### src/rtl/xalu_pkg.sv
package xalu_pkg;

  localparam logic [1:0] GRP_ACC = 2'b01;
  localparam logic [1:0] GRP_ROT = 2'b10;

  localparam logic [2:0] SUB_GFDOT = 3'b000;
  localparam logic [2:0] SUB_ADD   = 3'b001;
  localparam logic [2:0] SUB_XOR   = 3'b011;
  localparam logic [2:0] SUB_OR    = 3'b100;
  localparam logic [2:0] SUB_AND   = 3'b101;
  localparam logic [2:0] SUB_ROR   = 3'b000;
  localparam logic [2:0] SUB_ROL   = 3'b001;

  typedef enum logic [2:0] {
    OP_NONE,
    OP_GFDOT,
    OP_ADD,
    OP_XOR,
    OP_OR,
    OP_AND,
    OP_ROR,
    OP_ROL
  } xop_e;

  function automatic xop_e decode_op(input logic [1:0] g, input logic [2:0] s);
    xop_e op;
    op = OP_NONE;
    if (g == GRP_ACC) begin
      case (s)
        SUB_GFDOT: op = OP_GFDOT;
        SUB_ADD:   op = OP_ADD;
        SUB_XOR:   op = OP_XOR;
        SUB_OR:    op = OP_OR;
        SUB_AND:   op = OP_AND;
        default:   op = OP_NONE;
      endcase
    end else if (g == GRP_ROT) begin
      case (s)
        SUB_ROR: op = OP_ROR;
        SUB_ROL: op = OP_ROL;
        default: op = OP_NONE;
      endcase
    end
    return op;
  endfunction

  function automatic logic is_accum(input xop_e op);
    return (op == OP_ADD) || (op == OP_XOR) || (op == OP_OR) || (op == OP_AND);
  endfunction

  // Shift-and-add multiply in GF(2^8); red_lo holds the low eight bits of the modulus
  function automatic logic [7:0] gf8_mul(input logic [7:0] a, input logic [7:0] b,
                                         input logic [7:0] red_lo);
    logic [7:0] prod;
    logic [7:0] term;
    prod = '0;
    term = a;
    for (int i = 0; i < 8; i++) begin
      if (b[i]) prod = prod ^ term;
      term = term[7] ? ({term[6:0], 1'b0} ^ red_lo) : {term[6:0], 1'b0};
    end
    return prod;
  endfunction

endpackage

### src/rtl/xalu_rst_sync.sv
module xalu_rst_sync #(
  parameter int STAGES = 2
) (
  input  logic clk,
  input  logic rst_n,
  output logic rst_sync_n
);
  logic [STAGES-1:0] chain_q;
  logic [STAGES-1:0] chain_d;

  always_comb begin
    chain_d = {chain_q[STAGES-2:0], 1'b1};
  end

  always_ff @(posedge clk or negedge rst_n) begin
    if (!rst_n) chain_q <= '0;
    else        chain_q <= chain_d;
  end

  assign rst_sync_n = chain_q[STAGES-1];
endmodule

### src/rtl/xalu_gf_dot.sv
module xalu_gf_dot #(
  parameter int         DATA_W = 32,
  parameter logic [7:0] RED_LO = 8'h1B
) (
  input  logic [DATA_W-1:0] a,
  input  logic [DATA_W-1:0] b,
  output logic [7:0]        dot
);
  import xalu_pkg::*;

  localparam int NBYTES = DATA_W / 8;

  logic [7:0] prod [NBYTES];

  for (genvar k = 0; k < NBYTES; k++) begin : g_lane
    always_comb begin
      prod[k] = gf8_mul(a[8*k +: 8], b[8*k +: 8], RED_LO);
    end
  end

  always_comb begin
    dot = '0;
    for (int k = 0; k < NBYTES; k++) dot = dot ^ prod[k];
  end
endmodule

### src/rtl/xalu_rotator.sv
module xalu_rotator #(
  parameter int DATA_W = 32,
  parameter int SH_W   = $clog2(DATA_W)
) (
  input  logic [DATA_W-1:0] din,
  input  logic [SH_W-1:0]   amt,
  input  logic              to_left,
  output logic [DATA_W-1:0] dout
);
  logic [SH_W-1:0]   r_amt;
  logic [DATA_W-1:0] stage [SH_W+1];

  // A left rotate by n equals a right rotate by (DATA_W - n) mod DATA_W
  always_comb begin
    r_amt = to_left ? (~amt + 1'b1) : amt;
  end

  assign stage[0] = din;

  for (genvar s = 0; s < SH_W; s++) begin : g_stage
    localparam int D = 1 << s;
    always_comb begin
      stage[s+1] = r_amt[s] ? {stage[s][D-1:0], stage[s][DATA_W-1:D]} : stage[s];
    end
  end

  assign dout = stage[SH_W];
endmodule

### src/rtl/xalu_acc_reg.sv
module xalu_acc_reg #(
  parameter int DATA_W = 32
) (
  input  logic              clk,
  input  logic              rst_n,
  input  logic              load,
  input  logic [DATA_W-1:0] load_val,
  output logic [DATA_W-1:0] acc_q
);
  logic [DATA_W-1:0] acc_d;

  always_comb begin
    acc_d = acc_q;
    if (load) acc_d = load_val;
  end

  always_ff @(posedge clk or negedge rst_n) begin
    if (!rst_n) acc_q <= '0;
    else        acc_q <= acc_d;
  end
endmodule

### src/rtl/xacc_alu.sv
module xacc_alu #(
  parameter int         DATA_W = 32,
  parameter int         SH_W   = $clog2(DATA_W),
  parameter logic [7:0] RED_LO = 8'h1B
) (
  input  logic              clk,
  input  logic              rst_n,
  input  logic              en,
  input  logic [1:0]        grp,
  input  logic [2:0]        sub,
  input  logic [DATA_W-1:0] rs1,
  input  logic [DATA_W-1:0] rs2,
  input  logic [SH_W-1:0]   shamt,
  output logic [DATA_W-1:0] rd_val
);
  import xalu_pkg::*;

  xop_e              op;
  logic              rst_s_n;
  logic [DATA_W-1:0] acc_q;
  logic [DATA_W-1:0] tri_res;
  logic [DATA_W-1:0] rot_res;
  logic [7:0]        dot_res;
  logic              acc_load;

  xalu_rst_sync #(.STAGES(2)) u_rst (
    .clk       (clk),
    .rst_n     (rst_n),
    .rst_sync_n(rst_s_n)
  );

  xalu_gf_dot #(.DATA_W(DATA_W), .RED_LO(RED_LO)) u_gf (
    .a  (rs1),
    .b  (rs2),
    .dot(dot_res)
  );

  xalu_rotator #(.DATA_W(DATA_W), .SH_W(SH_W)) u_rot (
    .din    (rs1),
    .amt    (shamt),
    .to_left(op == OP_ROL),
    .dout   (rot_res)
  );

  always_comb begin
    op = decode_op(grp, sub);
  end

  // Three-input combine using the accumulator value held before the edge
  always_comb begin
    unique case (op)
      OP_ADD:  tri_res = rs1 + rs2 + acc_q;
      OP_XOR:  tri_res = rs1 ^ rs2 ^ acc_q;
      OP_OR:   tri_res = rs1 | rs2 | acc_q;
      OP_AND:  tri_res = rs1 & rs2 & acc_q;
      default: tri_res = '0;
    endcase
  end

  always_comb begin
    case (op)
      OP_ADD, OP_XOR, OP_OR, OP_AND: rd_val = tri_res;
      OP_ROR, OP_ROL:                rd_val = rot_res;
      OP_GFDOT:                      rd_val = {{(DATA_W-8){1'b0}}, dot_res};
      default:                       rd_val = '0;
    endcase
  end

  always_comb begin
    acc_load = en && is_accum(op);
  end

  xalu_acc_reg #(.DATA_W(DATA_W)) u_acc (
    .clk     (clk),
    .rst_n   (rst_s_n),
    .load    (acc_load),
    .load_val(tri_res),
    .acc_q   (acc_q)
  );
endmodule

### config.mk
export PLATFORM = sky130hd
export DESIGN_NAME = xacc_alu
export DESIGN_NICKNAME = d
export VERILOG_FILES = /design/src/rtl/xalu_pkg.sv /design/src/rtl/xalu_rst_sync.sv /design/src/rtl/xalu_gf_dot.sv /design/src/rtl/xalu_rotator.sv /design/src/rtl/xalu_acc_reg.sv /design/src/rtl/xacc_alu.sv
export SDC_FILE = /design/constraint.sdc
export NUM_CORES = 1
export LEC_CHECK = 0
export ABC_CLOCK_PERIOD_IN_PS = 10700
export BUFFER_PORTS_ARGS = -buffer_cell sky130_fd_sc_hd__clkbuf_2
export CAP_MARGIN = 20
export CORE_ASPECT_RATIO = 0.6
export CORE_MARGIN = 2
export CORE_UTILIZATION = 48
export CTS_CLUSTER_SIZE = 16
export DETAILED_ROUTE_END_ITERATION = 12
export GPL_ROUTABILITY_DRIVEN = 0
export PLACE_DENSITY_LB_ADDON = 0.05
export SKIP_CTS_REPAIR_TIMING = 1
export SYNTH_ARGS = -nofsm -noshare
export SYNTH_HDL_FRONTEND = slang
export SYNTH_SLANG_ARGS = --single-unit
export TNS_END_PERCENT = 20
### constraint.sdc
create_clock -name clk -period 10.7 [get_ports clk]
set_input_delay 2.14 -clock clk [delete_from_list [all_inputs] [get_ports clk]]
set_output_delay 2.14 -clock clk [all_outputs]
set_load 0.005 [all_outputs]
**After elaboration in Yosys (flattened, before gate mapping)**

Cells that the tools add are included.
W data, S select, Z words.

- Add/sub/neg operators: 3
- Equal/unequal tests: 13
- Mux-type cells: 72
- Bitwise logic cells: 66
- Reductions and logical operators: 7

Operators with widths:

| cell | number |
|---|---|
| $mux W8 | 32 |
| $xor A8 B8 Y8 | 31 |
| $mux W32 | 5 |
| $mux W5 | 29 |
| $pmux W32 S4 | 1 |
| $not A4 Y4 | 28 |
| $pmux W32 S3 | 1 |
| $add A32 B32 Y32 | 2 |
| $and A32 B32 Y32 | 2 |
| $or A32 B32 Y32 | 2 |
| $xor A32 B32 Y32 | 2 |
| $eq A3 B3 Y1 const B | 6 |
| $pmux W3 S5 | 1 |
| $eq A3 B2 Y1 const B | 3 |
| $eq A3 B1 Y1 const B | 2 |
| $mux W3 | 2 |
| $pmux W3 S2 | 1 |
| $add A5 B1 Y5 const B | 1 |
| $not A5 Y5 | 1 |
| $reduce_or A4 Y1 | 1 |
| $logic_not A3 Y1 | 1 |
| $logic_or A1 B1 Y1 | 3 |
| $eq A2 B1 Y1 const B | 1 |
| $eq A2 B2 Y1 const B | 1 |
| 2 further kinds | 2 |

- Register bits after elaboration: 34
- Bits of input ports: 77
- Output and inout bits: 32

**Depth between registers and ports, before layout**

Gate-level depths: netlist of run 1.

- Word-level depth: 20
- Gate-level depth with buffers: 14
- Gate-level depth less buffers: 13

**Cells and area by module**

Synthesis of run 1 repeated with hierarchy kept, for this count alone.

- Cells, all modules: 1,674
- Area, all modules: 13,305.3 um^2

By module, submodules not included:

| module | instances | cells an instance | area each (um^2) | seq. area each (um^2) |
|---|---|---|---|---|
| xacc_alu | 1 | 683 | 5,083.6 | 0.0 |
| xalu_gf_dot | 1 | 687 | 5,004.8 | 0.0 |
| xalu_rotator | 1 | 233 | 1,818.0 | 0.0 |
| xalu_acc_reg | 1 | 68 | 1,345.0 | 800.8 |
| xalu_rst_sync | 1 | 3 | 53.8 | 50.0 |

**Worst setup path before layout of run 1**

Ideal clock, no wire load.

- Kind: input to output
- Start point: input port rs1[1]
- End point: output port rd_val[31]
- Arrival time: 5.245 ns
- Data required time: 8.560 ns
- Slack: 3.315 ns
- Stages on the path: 13
- Cell sequence: fa_1 -> ha_1 -> fa_1 -> a21o_1 -> a21o_1 -> a2111oi_4 -> o21ai_1 -> a31oi_1 -> o31ai_1 -> a31oi_1 -> o31ai_1 -> xnor2_1 -> o221ai_1

- Cells in the longest elaborated chain, start to end: 6

RTL lines:

| what | RTL line | RTL |
|---|---|---|
| start, declared | xacc_alu.sv:11 | `input logic [DATA_W-1:0] rs1,` |
| parallel branches: the longest is 5 deep, another holds $add A32 B32 Y32 | -- |  |
| $pmux W32 S3 * | xacc_alu.sv:61 | `case (op)` |
| end, declared | xacc_alu.sv:14 | `output logic [DATA_W-1:0] rd_val` |

Every way passes the cells marked *.

**Final worst setup path of run 1**

Ends and elaborated chain as after synthesis.

==> results of run 1 <==
[registers in the layout, indices dropped and copies added (netlist names)]
name           cells
u_rst.chain_q      2
u_acc.acc_q       32
[stage by stage]
step	hold slack (ps)	total power, W	setup slack (ps)
finish	312	0.00164	2080
floorplan	331	0.00106	3320
CTS	331	0.00160	2220
detailed placement	325	0.00143	2250
global placement	326	0.00142	2340
global route	360	0.00172	1980
[layout by cell type, fill, tap and decap left out, types with 8 or more instances in the layout]
master,synthesis,layout
a21o_1,22,22
a21oi_1,58,57
a222oi_1,18,18
a31oi_1,11,11
buf_4,10,11
clkbuf_2,1,108
dfrtp_1,34,34
fa_1,32,32
ha_1,95,95
inv_1,72,72
mux2i_1,132,132
mux4_2,10,10
nand2_1,277,276
nand3_1,10,10
nor2_1,48,46
o211ai_1,13,13
o21ai_0,128,128
o21ai_1,19,19
xnor2_1,256,254
xnor2_2,7,8
xor2_1,79,79
[power groups by stage]
| stage | clock network (W) | registers, W | logic, W |
|---|---|---|---|
| 2_1_floorplan | 0 | 0.000150 | 0.000912 |
| 5_1_grt | 0.000174 | 0.000151 | 0.00139 |
| 3_3_place_gp | 0 | 0.000152 | 0.00127 |
| 3_5_place_dp | 0 | 0.000152 | 0.00127 |
| 4_1_cts | 0.000167 | 0.000149 | 0.00128 |
| 6_report | 0.000166 | 0.000150 | 0.00132 |
[cell type report]
| class | instances | area [um2] | area share [%] |
|---|---|---|---|
| Inverter | 74 | 278 | 2.18 |
| Clock buffer | 6 | 139 | 1.09 |
| Tap cell | 322 | 403 | 3.16 |
| Timing Repair Buffer | 120 | 631 | 4.95 |
| Sequential cell | 34 | 851 | 6.68 |
| Multi-Input combinational cell | 1327 | 10400 | 81.8 |
| Clock inverter | 2 | 12.5 | 0.0983 |
[worst max path at each step]
| stage | start | to | slack, ps | cells after the start |
|---|---|---|---|---|
| finish | rs1[1] | rd_val[31] | 2080 | 15 |
| global route | rs2[1] | rd_val[31] | 1980 | 15 |
| CTS | rs1[1] | rd_val[31] | 2220 | 15 |
| detailed placement | rs1[1] | rd_val[31] | 2250 | 15 |
| global placement | rs1[1] | rd_val[31] | 2340 | 15 |
| floorplan | rs1[1] | rd_val[31] | 3320 | 13 |
[logic make-up (layout without fill, tap and decap cells)]
family,Yosys count,count (layout),synth area share (%)
simple gates,368,368,12.5
xor+xnor,358,358,28.4
compound gates,327,327,16.9
buf+inv,180,202,6.38
mux,146,146,13.4
fa+ha+maj,127,127,15.3
flops,34,34,7.10
other cells,1,1,0.0313
[layer usage]
layer | up-vias | wire [um] | GRT usage, % | share of wire [%]
li1 | 5240 | - | - | -
met1 | 5598 | 21700 | 54.7 | 45
met2 | 750 | 18500 | 48.7 | 38
met3 | 56 | 7220 | 13.7 | 15
met4 | 0 | 725 | 4.30 | 1.5
met5 | - | 0 | 0 | 0
[critical path: stages]
cell and delay (ps):
clkbuf_2 220, fa_1 560, ha_1 240, fa_1 470, a21o_1 210, a21o_1 230
a2111oi_4 460, o21ai_1 190, a31oi_1 470, o31ai_1 210, a31oi_1 360, o31ai_1 160
xnor2_1 150, o221ai_1 240, clkbuf_2 170
==> results by group, run 1 <==
Critical path
  • Worst path required time: 8560 ps
  • Reg-to-Reg End: u_acc.acc_q[23]
  • CP Class: in2out
  • FF-to-FF setup slack: 6320 ps
  • Reg2reg path depth: 13
  • Critical-path maximum fanout: 10
  • CP arrival: 6480 ps
  • Setup crit start kind: input port
  • R2R Path Start: u_acc.acc_q[1]
  • Critical Path End Type: output port

Placed design
  • DP Area: 12600 um2
  • Port Buf Inserts: 108
  • Post-DP HPWL: 37300 um
  • Cells after DPL: 1876

Layout
  • Diode count: 0
  • Layout cells sized above 1: 11.3%
  • Non-filler instance count after layout: 1885
  • Fillers: 2426
  • Layout Nets: 1766
  • Synth-to-Final Area Change: 6.29%
  • Final Core Density: 52.3%
  • Finished Cell Area: 12700 um2

Routing
  • Vias post-DR: 11600
  • Total Wirelength: 48100 um
  • Remaining antenna violation count: 0
  • DR DRC count: 0
  • Wirelength per Cell: 25.5 um
  • DR pass1 iterations: 6
  • Vias per std cell: 6.18
  • 1st-iter DRT viols: 1656

Die
  • Core Region: 24300 um2
  • Initial core utilization: 49.2%
  • Rows: 44
  • Die area: 26300 um2
  • Boundary Pins: 109
  • Die width: 208 um
  • Die height: 126 um

Timing
  • Final Hold Viols: 0
  • Slew Viols, Final: 0
  • # setup viols final: 0
  • Final setup TNS: 0 ps
  • Max-Slew Margin vs Limit: 24.9%
  • Final Critical Period: 8620 ps
  • Slew of the pin with the lowest slew margin: 1130 ps
  • Max Clock Skew: 8.01 ps
  • Unrepaired setup endpoints after global routing: false
  • Tcrit/Tclk final: 80.6%
  • Peak Freq: 116 MHz

Power
  • Switch share: 53.1%
  • Peak VDD IR: 0.0556 mV
  • Internal: 0.000769 W
  • Power Density: 129 nW/um2
  • Clock network power share: 10.2%
  • Leakage power: 5.78 nW
  • Psw: 0.000870 W
  • Flop pwr share: 9.1%
  • Comb power frac: 80.7%

Logic synthesis
  • Area contributors post-synth: xnor2_1, mux2i_1, ha_1
  • Top cells by count, synth: nand2_1, xnor2_1, mux2i_1
  • Synth area leader: xnor2_1
  • Syn avg cell area: 7.77 um2
  • Async SR Flop Fraction: 100%
  • Netlist area before placement: 12000 um2
  • Top-count cell post-synth: nand2_1
  • Synth warnings: 0
  • Main synth FF type: dfrtp_1
  • Post-synth EDFFs: 0
  • Synthesized instance count: 1541
  • Seq cells post-synth: 34
  • Yosys top cell area share: 18.7%
  • Syn Nets: 1745
  • Seq/Total Area, Yosys: 7.10%
  • Netlist cell types: 68

CTS
  • Clk sink count: 34
  • TritonCTS buffer count: 5
  • Clock tree buffer depth: 2
  • Clk slew on worst S/H paths: 70 ps
  • TritonCTS clock tree: done
  • # H-tree levels: 2
  • CTS root buf: clkbuf_16
  • Worst-Skew Late Latency: 300 ps

Global route
  • Vias in the first global route: 10500
  • Largest net degree at the start of global routing: 57
  • Gr usage total: 36.0%
  • Grt ovf: 0
  • Initial antenna violation count: 1
  • First-pass GRT wire length: 70600 um

Run
  • Max-cap violations: 0

Run status
  • Outcome: finished, final reports clean

Hold path
  • Hold Crit Class: reg2async
(Power assumes the default switching activity.)
==> run 2: changes to the inputs <==
Settings changed: ABC_CLOCK_PERIOD_IN_PS 10700 to 7420.
Clock period 10.7 ns to 7.42 ns, I/O delays scaled along.
==> run 2 against run 1 <==
Die area is the same. Non-clock buffer count grew 30. Wire length grew 1.5%. Clock skew grew 6.6 ps. Largest cell class unchanged.
==> results by group, run 2 (same netlist as run 1, synthesis figures left out) <==
Power
  • Leakage power: 5.95 nW
  • Peak VDD IR: 0.115 mV
  • Tot Pwr: 0.00244 W
  • Power Density: 187 nW/um2

Routing
  • DR pass1 iterations: 8
  • Remaining antenna violation count: 0
  • Vias per std cell: 6.11
  • Vias post-DR: 11700
  • DR DRC count: 0
  • Wirelength per Cell: 25.5 um
  • Total Wirelength: 48900 um
  • 1st-iter DRT viols: 1539

Timing
  • Final Critical Period: 7210 ps
  • Slew Viols, Final: 0
  • Final Hold Viols: 0
  • Peak Freq: 139 MHz
  • Tcrit/Tclk final: 97.2%
  • # setup viols final: 0
  • Post-route setup slack: 208 ps
  • Max Clock Skew: 14.6 ps
  • Slew of the pin with the lowest slew margin: 1030 ps
  • Final setup TNS: 0 ps
  • Unrepaired setup endpoints after global routing: false
  • Max-Slew Margin vs Limit: 30.1%
  • Final Hold Slack: 320 ps

Placed design
  • Pre-CTS setup slack: 437 ps
  • DP Area: 12800 um2
  • Port Buf Inserts: 108
  • Post-DP HPWL: 39000 um

Critical path
  • Critical Path End Type: output port
  • Reg2reg path depth: 13
  • FF-to-FF setup slack: 2930 ps
  • CP arrival: 5730 ps
  • CP Class: in2out
  • Cell family with most CP delay: compound AO/OA/AOI/OAI gates
  • Buf/Inv on CP: 2
  • Worst path required time: 5940 ps
  • Setup crit start kind: input port
  • Critical path's largest stage delay: 520 ps
  • R2R Path Start: u_acc.acc_q[1]
  • Critical Path, Cell by Cell: clkbuf_2 -> fa_1 -> ha_1 -> fa_1 -> a21o_1 -> a21o_1 -> a2111oi_4 -> o21ai_1 -> a31oi_1 -> o31ai_1 -> a31oi_1 -> o31ai_1 -> xnor2_1 -> o221ai_1 -> clkbuf_2
  • Critical-path maximum fanout: 4
  • Reg-to-Reg End: u_acc.acc_q[23]
  • Slowest cell on crit path: fa_1

Global route
  • Gr usage total: 36.9%
  • Vias in the first global route: 10900
  • Initial antenna violation count: 3
  • Grt ovf: 0
  • First-pass GRT wire length: 72100 um
  • Largest net degree at the start of global routing: 38

CTS
  • Clk sink count: 34
  • CTS root buf: clkbuf_16
  • TritonCTS buffer count: 5
  • # H-tree levels: 2
  • TritonCTS clock tree: done
  • Clock tree buffer depth: 2
  • Worst-Skew Late Latency: 320 ps
  • Clk slew on worst S/H paths: 70 ps

Die
  • Core Region: 24300 um2
  • Die area: 26300 um2
  • Boundary Pins: 109
  • Initial core utilization: 49.2%
  • Die height: 126 um
  • Rows: 44
  • Die width: 208 um

Run status
  • Outcome: finished, final reports clean

Layout
  • Largest Register: u_acc.acc_q
  • Layout cells sized above 1: 12.9%
  • Layout Nets: 1796
  • Biggest regs: u_acc.acc_q (32), u_rst.chain_q (2)
  • Synth-to-Final Area Change: 8.73%
  • Fillers: 2424
  • Commonest cells after routing, fill and taps aside: nand2_1, xnor2_1, mux2i_1
  • Finished Cell Area: 13000 um2
  • Max FFs per register: 32
  • Commonest non-fill, non-tap cell in the layout: nand2_1

Run
  • Max-cap violations: 0

Hold path
  • Hold Crit Class: reg2async
[run 2: cell types whose count changed in the layout (fill, tap and decap cells not counted)]
cell	change
nor2_2	+1
buf_4	+30
diode_2	+2
clkinv_2	-1
buf_16	+1
clkinvlp_4	-1
bufinv_16	+2
nor2_4	-1
clkbuf_4	-1
[run 2: through the flow]
stage,cells,utilization [%]
after floorplan,1541,-
after global placement,1906,52.6
after detailed placement,1907,52.7
after CTS,1915,53.5
after global routing,1915,53.5
final,1917,53.5
[run 2: area by class of cell]
| cell class | count | area (um2) | share of cell area, % |
|---|---|---|---|
| multi-input cells | 1327 | 10400 | 80.0 |
| repair buffers | 150 | 876 | 6.72 |
| clock buffers | 6 | 139 | 1.07 |
| diodes | 2 | 5.00 | 0.0384 |
| flip-flops and latches | 34 | 851 | 6.53 |
| well taps | 322 | 403 | 3.09 |
| inverters | 74 | 278 | 2.13 |
| clock inverters | 2 | 60.1 | 0.461 |
[run 2: worst register-to-register path: cells and delay by family (launching register included)]
kind | cells | cell delay [ps]
flops | 1 | 430
fa+ha+maj | 3 | 1200
compound gates | 9 | 2600
xor+xnor | 1 | 130
[run 2: power breakdown]
group          internal, W  total [W]  switching (W)
Sequential        0.000201   0.000216      0.0000159
Clock             0.000203   0.000315       0.000112
Combinational     0.000788    0.00191        0.00112
[run 2: per-layer routing]
metal | up-vias | global-route usage [%] | wire length [um]
met5 | - | 2.36 | 85
met4 | 2 | 5.34 | 743
met3 | 58 | 14.3 | 7360
met2 | 779 | 48.8 | 18400
met1 | 5582 | 56.0 | 22300
li1 | 5293 | - | -
[run 2: worst max path at each step]
stage	from	end	cells past startpoint
after floorplan	rs1[1]	rd_val[31]	13
after global placement	rs1[1]	rd_val[31]	15
after detailed placement	rs1[1]	rd_val[31]	15
after CTS	rs1[1]	rd_val[31]	15
after global routing	rs1[1]	rd_val[31]	15
final	rs1[1]	rd_val[31]	15
